--- config.mk ---
export PLATFORM = sky130hd
export DESIGN_NAME = cwt_target
export DESIGN_NICKNAME = d
export VERILOG_FILES = /design/src/rtl/cwt_pkg.sv /design/src/rtl/cwt_frame_rx.sv /design/src/rtl/cwt_regfile.sv /design/src/rtl/cwt_rsp_tx.sv /design/src/rtl/cwt_target.sv
export SDC_FILE = /design/constraint.sdc
export NUM_CORES = 1
export LEC_CHECK = 0
export ABC_CLOCK_PERIOD_IN_PS = 4220
export BUFFER_PORTS_ARGS = -buffer_cell sky130_fd_sc_hd__buf_2
export CAP_MARGIN = 25
export CORE_ASPECT_RATIO = 0.5
export CORE_UTILIZATION = 45
export DETAILED_ROUTE_END_ITERATION = 16
export GPL_ROUTABILITY_DRIVEN = 0
export HOLD_SLACK_MARGIN = 0.08
export SLEW_MARGIN = 40
export SYNTH_ARGS = -nofsm -noshare
export SYNTH_HDL_FRONTEND = slang
export SYNTH_SLANG_ARGS = --single-unit
--- constraint.sdc ---
create_clock -name clk -period 4.22 [get_ports clk]
set_input_delay 0.844 -clock clk [delete_from_list [all_inputs] [get_ports clk]]
set_output_delay 0.844 -clock clk [all_outputs]
set_load 0.01 [all_outputs]
--- src/rtl/cwt_pkg.sv ---
package cwt_pkg;

  typedef enum logic [1:0] {
    OP_RD = 2'b00,
    OP_WB = 2'b01,
    OP_WW = 2'b10,
    OP_WD = 2'b11
  } op_e;

  localparam logic [7:0] RSP_COUNT = 8'h05;
  localparam logic [7:0] STS_OK    = 8'h01;
  localparam logic [7:0] STS_ABORT = 8'h10;
  localparam logic [7:0] RSP_PAD   = 8'hFF;

  typedef struct packed {
    logic        ok;
    op_e         op;
    logic [7:0]  addr;
    logic [31:0] data;
  } frame_t;

  function automatic logic [7:0] count_for(op_e op);
    case (op)
      OP_RD:   count_for = 8'd4;
      OP_WB:   count_for = 8'd5;
      OP_WW:   count_for = 8'd6;
      default: count_for = 8'd8;
    endcase
  endfunction

  function automatic logic [2:0] lanes_for(op_e op);
    case (op)
      OP_RD:   lanes_for = 3'd0;
      OP_WB:   lanes_for = 3'd1;
      OP_WW:   lanes_for = 3'd2;
      default: lanes_for = 3'd4;
    endcase
  endfunction

endpackage

--- src/rtl/cwt_frame_rx.sv ---
module cwt_frame_rx
  import cwt_pkg::*;
(
  input  logic       clk,
  input  logic       rst_n,
  input  logic       bus_start,
  input  logic       bus_stop,
  input  logic       rx_valid,
  input  logic [7:0] rx_byte,
  output logic       ev_valid,
  output frame_t     ev
);

  // command bits kept: [6]=first, [5]=last, [4]=pec, [3:2]=op, [1:0]=bus type
  logic [6:0]  cmd_q, cmd_d;
  logic [7:0]  len_q, len_d;
  logic [7:0]  addr_q, addr_d;
  logic [31:0] data_q, data_d;
  logic [3:0]  cnt_q, cnt_d;
  logic        evv_q, evv_d;
  frame_t      ev_q, ev_d;

  logic        closing;
  logic [8:0]  want_len;
  logic [8:0]  payload_end;
  op_e         cur_op;

  assign cur_op      = op_e'(cmd_q[3:2]);
  assign payload_end = {1'b0, len_q} + 9'd2;
  assign want_len    = payload_end + {8'd0, cmd_q[4]};
  assign closing     = (bus_start | bus_stop) && (cnt_q != 4'd0);

  always_comb begin
    cmd_d  = cmd_q;
    len_d  = len_q;
    addr_d = addr_q;
    data_d = data_q;
    cnt_d  = cnt_q;
    evv_d  = 1'b0;
    ev_d   = ev_q;
    if (closing) begin
      cnt_d      = 4'd0;
      evv_d      = (cnt_q != 4'd1);
      ev_d.op    = cur_op;
      ev_d.addr  = addr_q;
      ev_d.data  = data_q;
      ev_d.ok    = cmd_q[6] && cmd_q[5] && (cmd_q[1:0] == 2'b10) &&
                   (len_q == count_for(cur_op)) &&
                   (want_len == {5'd0, cnt_q});
    end else if (bus_start) begin
      cnt_d = 4'd0;
    end else if (rx_valid) begin
      cnt_d = (cnt_q == 4'd15) ? cnt_q : cnt_q + 4'd1;
      case (cnt_q)
        4'd0: begin
          cmd_d  = {rx_byte[7:6], rx_byte[4:0]};
          data_d = 32'd0;
        end
        4'd1:    len_d  = rx_byte;
        4'd5:    addr_d = rx_byte;
        default: begin
          if (cnt_q >= 4'd6 && {5'd0, cnt_q} < payload_end)
            data_d = {data_q[23:0], rx_byte};
        end
      endcase
    end
  end

  always_ff @(posedge clk or negedge rst_n) begin
    if (!rst_n) begin
      cmd_q  <= '0;
      len_q  <= '0;
      addr_q <= '0;
      data_q <= '0;
      cnt_q  <= '0;
      evv_q  <= 1'b0;
      ev_q   <= '0;
    end else begin
      cmd_q  <= cmd_d;
      len_q  <= len_d;
      addr_q <= addr_d;
      data_q <= data_d;
      cnt_q  <= cnt_d;
      evv_q  <= evv_d;
      ev_q   <= ev_d;
    end
  end

  assign ev_valid = evv_q;
  assign ev       = ev_q;

endmodule

--- src/rtl/cwt_regfile.sv ---
module cwt_regfile
  import cwt_pkg::*;
#(
  parameter int         NUM_WORDS  = 32,
  parameter int         CMD_IDX    = 6,
  parameter logic [3:0] RESET_CODE = 4'h0
) (
  input  logic                   clk,
  input  logic                   rst_n,
  input  logic                   ev_valid,
  input  frame_t                 ev,
  output logic [4*NUM_WORDS-1:0] mem_flat,
  output logic                   cmd_strobe,
  output logic [3:0]             cmd_code
);

  localparam int NB       = NUM_WORDS / 2;
  localparam int AW       = $clog2(NB);
  localparam int W        = 4 * NUM_WORDS;
  localparam int CMD_BYTE = CMD_IDX / 2;
  localparam int CMD_POS  = 4 * CMD_IDX;
  localparam logic [W-1:0] RST_FLAT = {{(W-4){1'b0}}, 4'hF} << CMD_POS;

  logic [W-1:0]  mem_q, mem_d, wr_flat;
  logic          stb_q, stb_d;
  logic [3:0]    code_q, code_d;
  logic          do_wr;
  logic [7:0]    addr8;
  logic [AW-1:0] base;
  logic [2:0]    lanes;
  logic [NB-1:0] hit_v;
  logic [3:0]    new_nib;
  logic          cmd_hit;

  assign do_wr = ev_valid && ev.ok && (ev.op != OP_RD);
  assign addr8 = (ev.op == OP_WD) ? {ev.addr[7:2], 2'b00} : ev.addr;
  assign base  = AW'(addr8 % 8'(NB));
  assign lanes = lanes_for(ev.op);

  for (genvar b = 0; b < NB; b++) begin : g_lane
    logic [AW-1:0] off;
    assign off      = AW'(b) - base;
    assign hit_v[b] = do_wr && (32'(off) < 32'(lanes));
    assign wr_flat[8*b +: 8] = hit_v[b] ? ev.data[8*off[1:0] +: 8]
                                        : mem_q[8*b +: 8];
  end

  assign new_nib = wr_flat[CMD_POS +: 4];
  assign cmd_hit = hit_v[CMD_BYTE] && (new_nib != 4'hF);

  always_comb begin
    mem_d  = wr_flat;
    stb_d  = cmd_hit;
    code_d = cmd_hit ? new_nib : code_q;
    if (new_nib == 4'hF)
      mem_d[CMD_POS +: 4] = mem_q[CMD_POS +: 4];
    if (cmd_hit && new_nib == RESET_CODE)
      mem_d = RST_FLAT;
  end

  always_ff @(posedge clk or negedge rst_n) begin
    if (!rst_n) begin
      mem_q  <= RST_FLAT;
      stb_q  <= 1'b0;
      code_q <= 4'hF;
    end else begin
      if (do_wr) mem_q <= mem_d;
      stb_q  <= stb_d;
      code_q <= code_d;
    end
  end

  assign mem_flat   = mem_q;
  assign cmd_strobe = stb_q;
  assign cmd_code   = code_q;

endmodule

--- src/rtl/cwt_rsp_tx.sv ---
module cwt_rsp_tx
  import cwt_pkg::*;
#(
  parameter int NUM_WORDS = 32
) (
  input  logic                   clk,
  input  logic                   rst_n,
  input  logic                   bus_start,
  input  logic                   rd_req,
  input  logic                   ev_valid,
  input  logic                   ev_ok,
  input  op_e                    ev_op,
  input  logic [7:0]             ev_addr,
  input  logic [4*NUM_WORDS-1:0] mem_flat,
  output logic [7:0]             tx_byte
);

  localparam int NB = NUM_WORDS / 2;
  localparam int AW = $clog2(NB);

  logic [2:0]    ptr_q, ptr_d;
  logic          ok_q, ok_d;
  logic [AW-1:0] base_q, base_d;
  logic [AW-1:0] idx;
  logic [7:0]    addr_al;

  assign addr_al = {ev_addr[7:2], 2'b00};

  always_comb begin
    ptr_d  = ptr_q;
    ok_d   = ok_q;
    base_d = base_q;
    if (bus_start)
      ptr_d = 3'd0;
    else if (rd_req && ptr_q != 3'd6)
      ptr_d = ptr_q + 3'd1;
    if (ev_valid) begin
      if (!ev_ok) begin
        ok_d = 1'b0;
      end else if (ev_op == OP_RD) begin
        ok_d   = 1'b1;
        base_d = AW'(addr_al % 8'(NB));
      end
    end
  end

  always_ff @(posedge clk or negedge rst_n) begin
    if (!rst_n) begin
      ptr_q  <= '0;
      ok_q   <= 1'b0;
      base_q <= '0;
    end else begin
      ptr_q  <= ptr_d;
      ok_q   <= ok_d;
      base_q <= base_d;
    end
  end

  assign idx = base_q + AW'(3'd5 - ptr_q);

  always_comb begin
    case (ptr_q)
      3'd0:                      tx_byte = RSP_COUNT;
      3'd1:                      tx_byte = ok_q ? STS_OK : STS_ABORT;
      3'd2, 3'd3, 3'd4, 3'd5:    tx_byte = ok_q ? mem_flat[8*idx +: 8] : 8'h00;
      default:                   tx_byte = RSP_PAD;
    endcase
  end

endmodule

--- src/rtl/cwt_target.sv ---
module cwt_target
  import cwt_pkg::*;
#(
  parameter int         NUM_WORDS  = 32,
  parameter int         CMD_IDX    = 6,
  parameter logic [3:0] RESET_CODE = 4'h0
) (
  input  logic                   clk,
  input  logic                   rst_n,
  input  logic                   bus_start,
  input  logic                   bus_stop,
  input  logic                   rx_valid,
  input  logic [7:0]             rx_byte,
  input  logic                   rd_req,
  output logic [7:0]             tx_byte,
  output logic [4*NUM_WORDS-1:0] ctrl_words,
  output logic                   cmd_strobe,
  output logic [3:0]             cmd_code
);

  logic   ev_valid;
  frame_t ev;

  cwt_frame_rx u_rx (
    .clk      (clk),
    .rst_n    (rst_n),
    .bus_start(bus_start),
    .bus_stop (bus_stop),
    .rx_valid (rx_valid),
    .rx_byte  (rx_byte),
    .ev_valid (ev_valid),
    .ev       (ev)
  );

  cwt_regfile #(
    .NUM_WORDS (NUM_WORDS),
    .CMD_IDX   (CMD_IDX),
    .RESET_CODE(RESET_CODE)
  ) u_regs (
    .clk       (clk),
    .rst_n     (rst_n),
    .ev_valid  (ev_valid),
    .ev        (ev),
    .mem_flat  (ctrl_words),
    .cmd_strobe(cmd_strobe),
    .cmd_code  (cmd_code)
  );

  cwt_rsp_tx #(
    .NUM_WORDS(NUM_WORDS)
  ) u_rsp (
    .clk      (clk),
    .rst_n    (rst_n),
    .bus_start(bus_start),
    .rd_req   (rd_req),
    .ev_valid (ev_valid),
    .ev_ok    (ev.ok),
    .ev_op    (ev.op),
    .ev_addr  (ev.addr),
    .mem_flat (ctrl_words),
    .tx_byte  (tx_byte)
  );

endmodule

## After elaboration in Yosys (flattened, before gate mapping)

Index checks and enable logic that the tools add are counted.

| word-level totals | value |
|---|---|
| flip-flop bits (word level) | 234 |
| bits of input ports | 14 |
| logic and storage cells | 231 |

| cells by class | value |
|---|---|
| $add $sub $neg | 22 |
| magnitude comparators | 18 |
| equal/unequal tests | 23 |
| shifts and indexed selects | 17 |
| muxes and demuxes | 36 |
| bitwise logic cells | 4 |
| reduce and logical (&&, ||, !) cells | 79 |

Operator list:

| operator | number |
|---|---|
| $shiftx A32 B6 Y8 | 16 |
| $mux W8 | 18 |
| $mux W128 | 1 |
| $shiftx A128 B8 Y8 | 1 |
| $lt A4 B3 Y1 | 16 |
| $pmux W32 S2 | 1 |
| $reduce_and A2 Y1 | 19 |
| $reduce_bool A2 Y1 | 19 |
| $mux W32 | 1 |
| $sub A4 B4 Y4 const A | 8 |
| $logic_and A1 B1 Y1 | 27 |
| $pmux W8 S3 | 1 |
| $mux W4 | 5 |
| $sub A3 B4 Y4 const A | 4 |
| $pmux W4 S3 | 1 |
| $reduce_and A4 Y1 | 3 |
| $add A8 B2 Y9 const B | 1 |
| $add A9 B1 Y9 | 1 |
| $eq A9 B4 Y1 | 1 |
| $lt A4 B9 Y1 | 1 |
| $pmux W3 S3 | 1 |
| $eq A2 B2 Y1 const B | 4 |
| $eq A4 B4 Y1 const B | 2 |
| $eq A8 B8 Y1 | 1 |
| other kinds (34) | 46 |

## Logic depth before layout (Yosys ltp)

| depth | value |
|---|---|
| depth in word-level cells | 11 |
| gate-level depth with buffers | 14 |

## By module

From an unflattened synthesis, not the netlist that was laid out.

| unflattened totals | value |
|---|---|
| cell total of the unflattened synthesis | 1199 |
| area, all modules | 13400.4 sq um |

Modules (own cells, without submodules):

| module | times used | cells each | area each (sq um) | sequential area each (sq um) |
|---|---|---|---|---|
| cwt_regfile | 1 | 714 | 7223.2 | 3338.2 |
| cwt_frame_rx | 1 | 366 | 4610.7 | 2577.5 |
| cwt_rsp_tx | 1 | 119 | 1566.5 | 150.1 |

## Worst setup path before layout

OpenSTA, ideal clock, no wires.

| timing | value |
|---|---|
| path type | reg-to-output |
| start | reg u_rsp.ptr_q[1] |
| end | out tx_byte[3] |
| data arrival time | 2.922 ns |
| path slack | 0.454 ns |
| stages on the path, launching flop included | 10 |
| buffers on the path | 2 |
| cells stage by stage | dfrtp_1 > clkbuf_1 > clkbuf_1 > inv_1 > ha_1 > xor2_1 > xnor2_1 > mux4_1 > inv_1 > o21ai_0 |

| on the way | value |
|---|---|
| word-level cells in the longest chain between the ends | 5 |
| elaborated cells between the ends (all ways) | 12 |
| those cells by class | add/sub (2); eq/ne (5); shift (1); mux (2); reduce/logical (2) |

Ends and longest elaborated chain:

| what | line | text |
|---|---|---|
| start: declaration | cwt_rsp_tx.sv:21 | `logic [2:0] ptr_q, ptr_d;` |
| start signal: assignment | cwt_rsp_tx.sv:53 | `ptr_q <= ptr_d;` |
| $sub A3 B3 Y4 | cwt_rsp_tx.sv:59 | `assign idx = base_q + AW'(3'd5 - ptr_q);` |
| $add A4 B4 Y4 | cwt_rsp_tx.sv:59 |  |
| $shiftx A128 B8 Y8 | cwt_rsp_tx.sv:65 | `3'd2, 3'd3, 3'd4, 3'd5: tx_byte = ok_q ? mem_flat[8*idx +: 8] : 8'h00;` |
| $mux W8 | cwt_rsp_tx.sv:65 |  |
| $pmux W8 S3 * | cwt_rsp_tx.sv:62 | `case (ptr_q)` |
| end: declaration | cwt_target.sv:15 | `output logic [7:0] tx_byte,` |

Mark *: on every way between the ends. The rest lies on a longest branch, timed or not.

## Worst setup path after layout

| timing | value |
|---|---|
| start | reg u_rsp.ptr_q[2] |
| end | out tx_byte[2] |

The elaborated chain is that of the path after synthesis.

==> summary.md <==
| Metric | Value |
|---|---|
| Placed wire-length estimate | about 30000 µm |
| Post-Synth Adder-Cell Area | 0.0340 |
| Via Count | between 10000 and 15000 |
| Hold-fix buffers, CTS | 0 |
| Antenna-violating nets left | 0 |
| Post-route DRC | 0 |
| Fraction of registers with async set/reset | 1.00 |
| Final WS setup | between 0.2 and 0.25 ns |
| Die Y | ~130 µm |
| Slew HR | 0.418 |
| Worst setup path class | reg -> out |
| CTS tree | yes |
| Final Instance Count excl. Fillers | ~1900 |
| Synth Net Count | between 1000 and 1500 |
| CTS Buffer Depth | 3 |
| RSZ-0062 raised after global routing | no |
| Pre-CTS setup slack | 0.641 ns |
| TritonRoute pass-1 iters | 5 |
| Post-layout min period | ~4 ns |
| Synthesized cell area | between 10000 and 15000 µm² |
| Netlist cell types | 73 |
| Slew @ Worst Pin | slightly below 0.9 ns |
| Mapped Cells | 1334 |
| Die Wd | between 200 and 250 µm |
| # Post-CTS Setup Buffers | 0 |
| Register area share after synthesis | 0.431 |
| Grt total ovfl | 0 |
| Initial Utilization | 0.464 |
| Clk_lat worst skew | between 0.5 and 0.6 ns |
| Multiplexer share of the synthesized area | 0.196 |
| Reg-to-Reg Start | u_rx.ev[32] |
| Largest family of logic cells by synthesized area | multiplexers |
| # setup viols final | 0 |
| # rows | 44 |
| Core area | slightly below 30000 µm² |
| Min-Delay Path Class | in -> async |
| Layout cells sized above 1 | 0.243 |
| Final-stage net count | 1504 |
| Fmax | approximately 0.25 GHz |
| Vias in the first global route | 10700 |
| Top FF cell, synth | dfrtp_1 |
| Initial antenna violation count | 2 |
| Crit path max fanout | 8 |
| DIE AREA | roughly 31000 µm² |
| Largest net degree at the start of global routing | a little under 90 |
| GRT Overall Usage | 0.275 |
| First-pass GRT wire length | 65500 µm |
| Final Total Pwr | 7.73 mW |
| Final Hold Fails | 0 |
| Period utilization | 0.942 |
| # placed instances | about 1800 |
| Commonest non-fill, non-tap cells in the layout | nand2_1 (225), dfrtp_1 (225), buf_2 (153) |
| H-tree depth | 1 |
| EDFF count, synth | 0 |
| Max Slew Vio Count | 0 |
| P&R area growth vs syn | 14.4% |
| CP startpoint | u_rsp.ptr_q[2] |
| Status | complete, no violations |
| Compound-gate portion of the synthesized area | 0.142 |
| Synth Area in Simple Gates | 0.124 |
| VDD IR-drop max | slightly above 0.0003 V |
| Syn. warnings | 0 |
| IO Count | around 160 |
| Reg clk slew, reported paths | about 0.070 ns |
| CP Data Arrival Time | 3.13 ns |
| Wirelength, routed | about 42000 µm |
| CP required | 3.38 ns |
| Root buf cell | clkbuf_16 |
| Nature of the critical path endpoint | output port |
| Leak | 7.12 nW |
| Fin util | 0.531 |
| Number of max-cap violations | 0 |
| Port buffer count | 154 |
| Post-Synth XOR/XNOR Area | 0.0153 |
| Initial drt markers | 1212 |
| FILL cells | 2639 |
| Synthesized flop and latch total | between 200 and 250 |
| Setup TNS | 0 ns |
| Worst clock skew | about 0.022 ns |
| Routed wire length per instance | between 20 and 25 µm |
| Power density relative to cell area | between 400 and 500 nW/µm² |
| Antenna cells | 0 |
| Clock sink count | roughly 230 |
| Via-to-Cell Ratio | roughly 6.0 |
| Cts bufs inserted | 24 |
| Avg Cell Area, Syn | 10.2 µm² |
| Critical Path Source Type | flop |
| Post-CTS resize count | 0 |
-- sequential cells by signal, indices dropped and copies added (netlist names) --
name / flops
u_regs.cmd_code: 4
u_regs.cmd_strobe: 1
u_regs.mem_flat: 128
u_rsp.base_q: 2
u_rsp.ok_q: 1
u_rsp.ptr_q: 3
u_rx.addr_q: 4
u_rx.cmd_q: 7
u_rx.cnt_q: 4
u_rx.data_q: 32
u_rx.ev: 39
u_rx.ev_valid: 1
u_rx.len_q: 8
-- cell usage after synthesis (all sizes together) (2+ instances only) --
cell    count  area [µm²]
a2111o      2        22.5
a21o        8        60.1
o22ai       4        31.3
mux2i      82         821
nand3       8        40.0
nand2b      7        43.8
xnor2      13         121
inv        75         284
buf        47         314
nor4        4        46.3
mux2       35         394
o22a        4        35.0
xor2        9        86.3
o211ai     76         576
dfstp       8         210
clkbuf     50         188
nand2     227         857
dfrtp     226        5660
a221oi      4        93.8
nor2       78         312
o32a        3        30.0
a21boi      3        26.3
a21oi      16        87.6
o21a        3        22.5
nor3b       2        15.0
nor3       51         260
nand3b      2        15.0
o221ai      3        43.8
nand4b      2        17.5
a31oi       2        12.5
o21ai     162         830
or3b        3        28.8
mux4       64        1450
ha         37         463
-- cell type report --
type                            count  area, µm²  area share
Multi-Input combinational cell    928       7000       0.450
Sequential cell                   234       5870       0.377
Timing Repair Buffer              190       1110      0.0714
Clock buffer                       39        738      0.0474
Tap cell                          391        489      0.0314
Inverter                           75        284      0.0182
Clock inverter                      5       78.8     0.00506
-- cells by family after synthesis --
kind of cell | Yosys count
buffers and inverters | 172
adder cells (fa/ha/maj) | 37
multiplexers | 181
AND/OR/NAND/NOR | 391
AO/OA/AOI/OAI | 297
flip-flops | 234
XOR/XNOR | 22
-- per-layer routing --
layer,part of all wire,global-route usage
met2,0.45,0.406
met3,0.075,0.0447
met4,0.038,0.101
met1,0.44,0.409
met5,0,0
-- critical path, stage by stage (launching register included) --
cell,delay [ns]
dfrtp_1,0.46
ha_1,0.31
inv_1,0.03
ha_1,0.17
xor2_1,0.15
xnor2_1,0.22
buf_4,0.31
mux4_2,0.54
inv_1,0.16
o21ai_0,0.09
buf_2,0.15
-- where the power goes --
group          leakage [nW]  internal, mW  switching (mW)  total (mW)
combinational          3.79         0.901            1.63        2.53
sequential             2.93          2.55           0.400        2.95
clock                 0.401          1.32           0.926        2.24
-- stage by stage --
step	instance area (µm²)	hold slack [ns]
floorplan	13600	0.435
global placement	14700	0.458
detailed placement	14700	0.460
CTS	15600	0.242
global route	15600	0.254
finish	15600	0.246
-- final timing paths --
path / end / slack (ns) / cells past startpoint
worst min register to register: u_rx.ev[35] / 0.47 / 2
max in group asynchronous: u_regs.mem_flat[26] / 3.22 / 2
worst max register to register: u_regs.mem_flat[103] / 0.60 / 8
min in group clk: u_rx.ev[35] / 0.47 / 2
worst max-delay path: tx_byte[2] / 0.24 / 10
worst min-delay path: u_rx.data_q[5] / 0.25 / 1
Power figures use the tool's default switching activity.
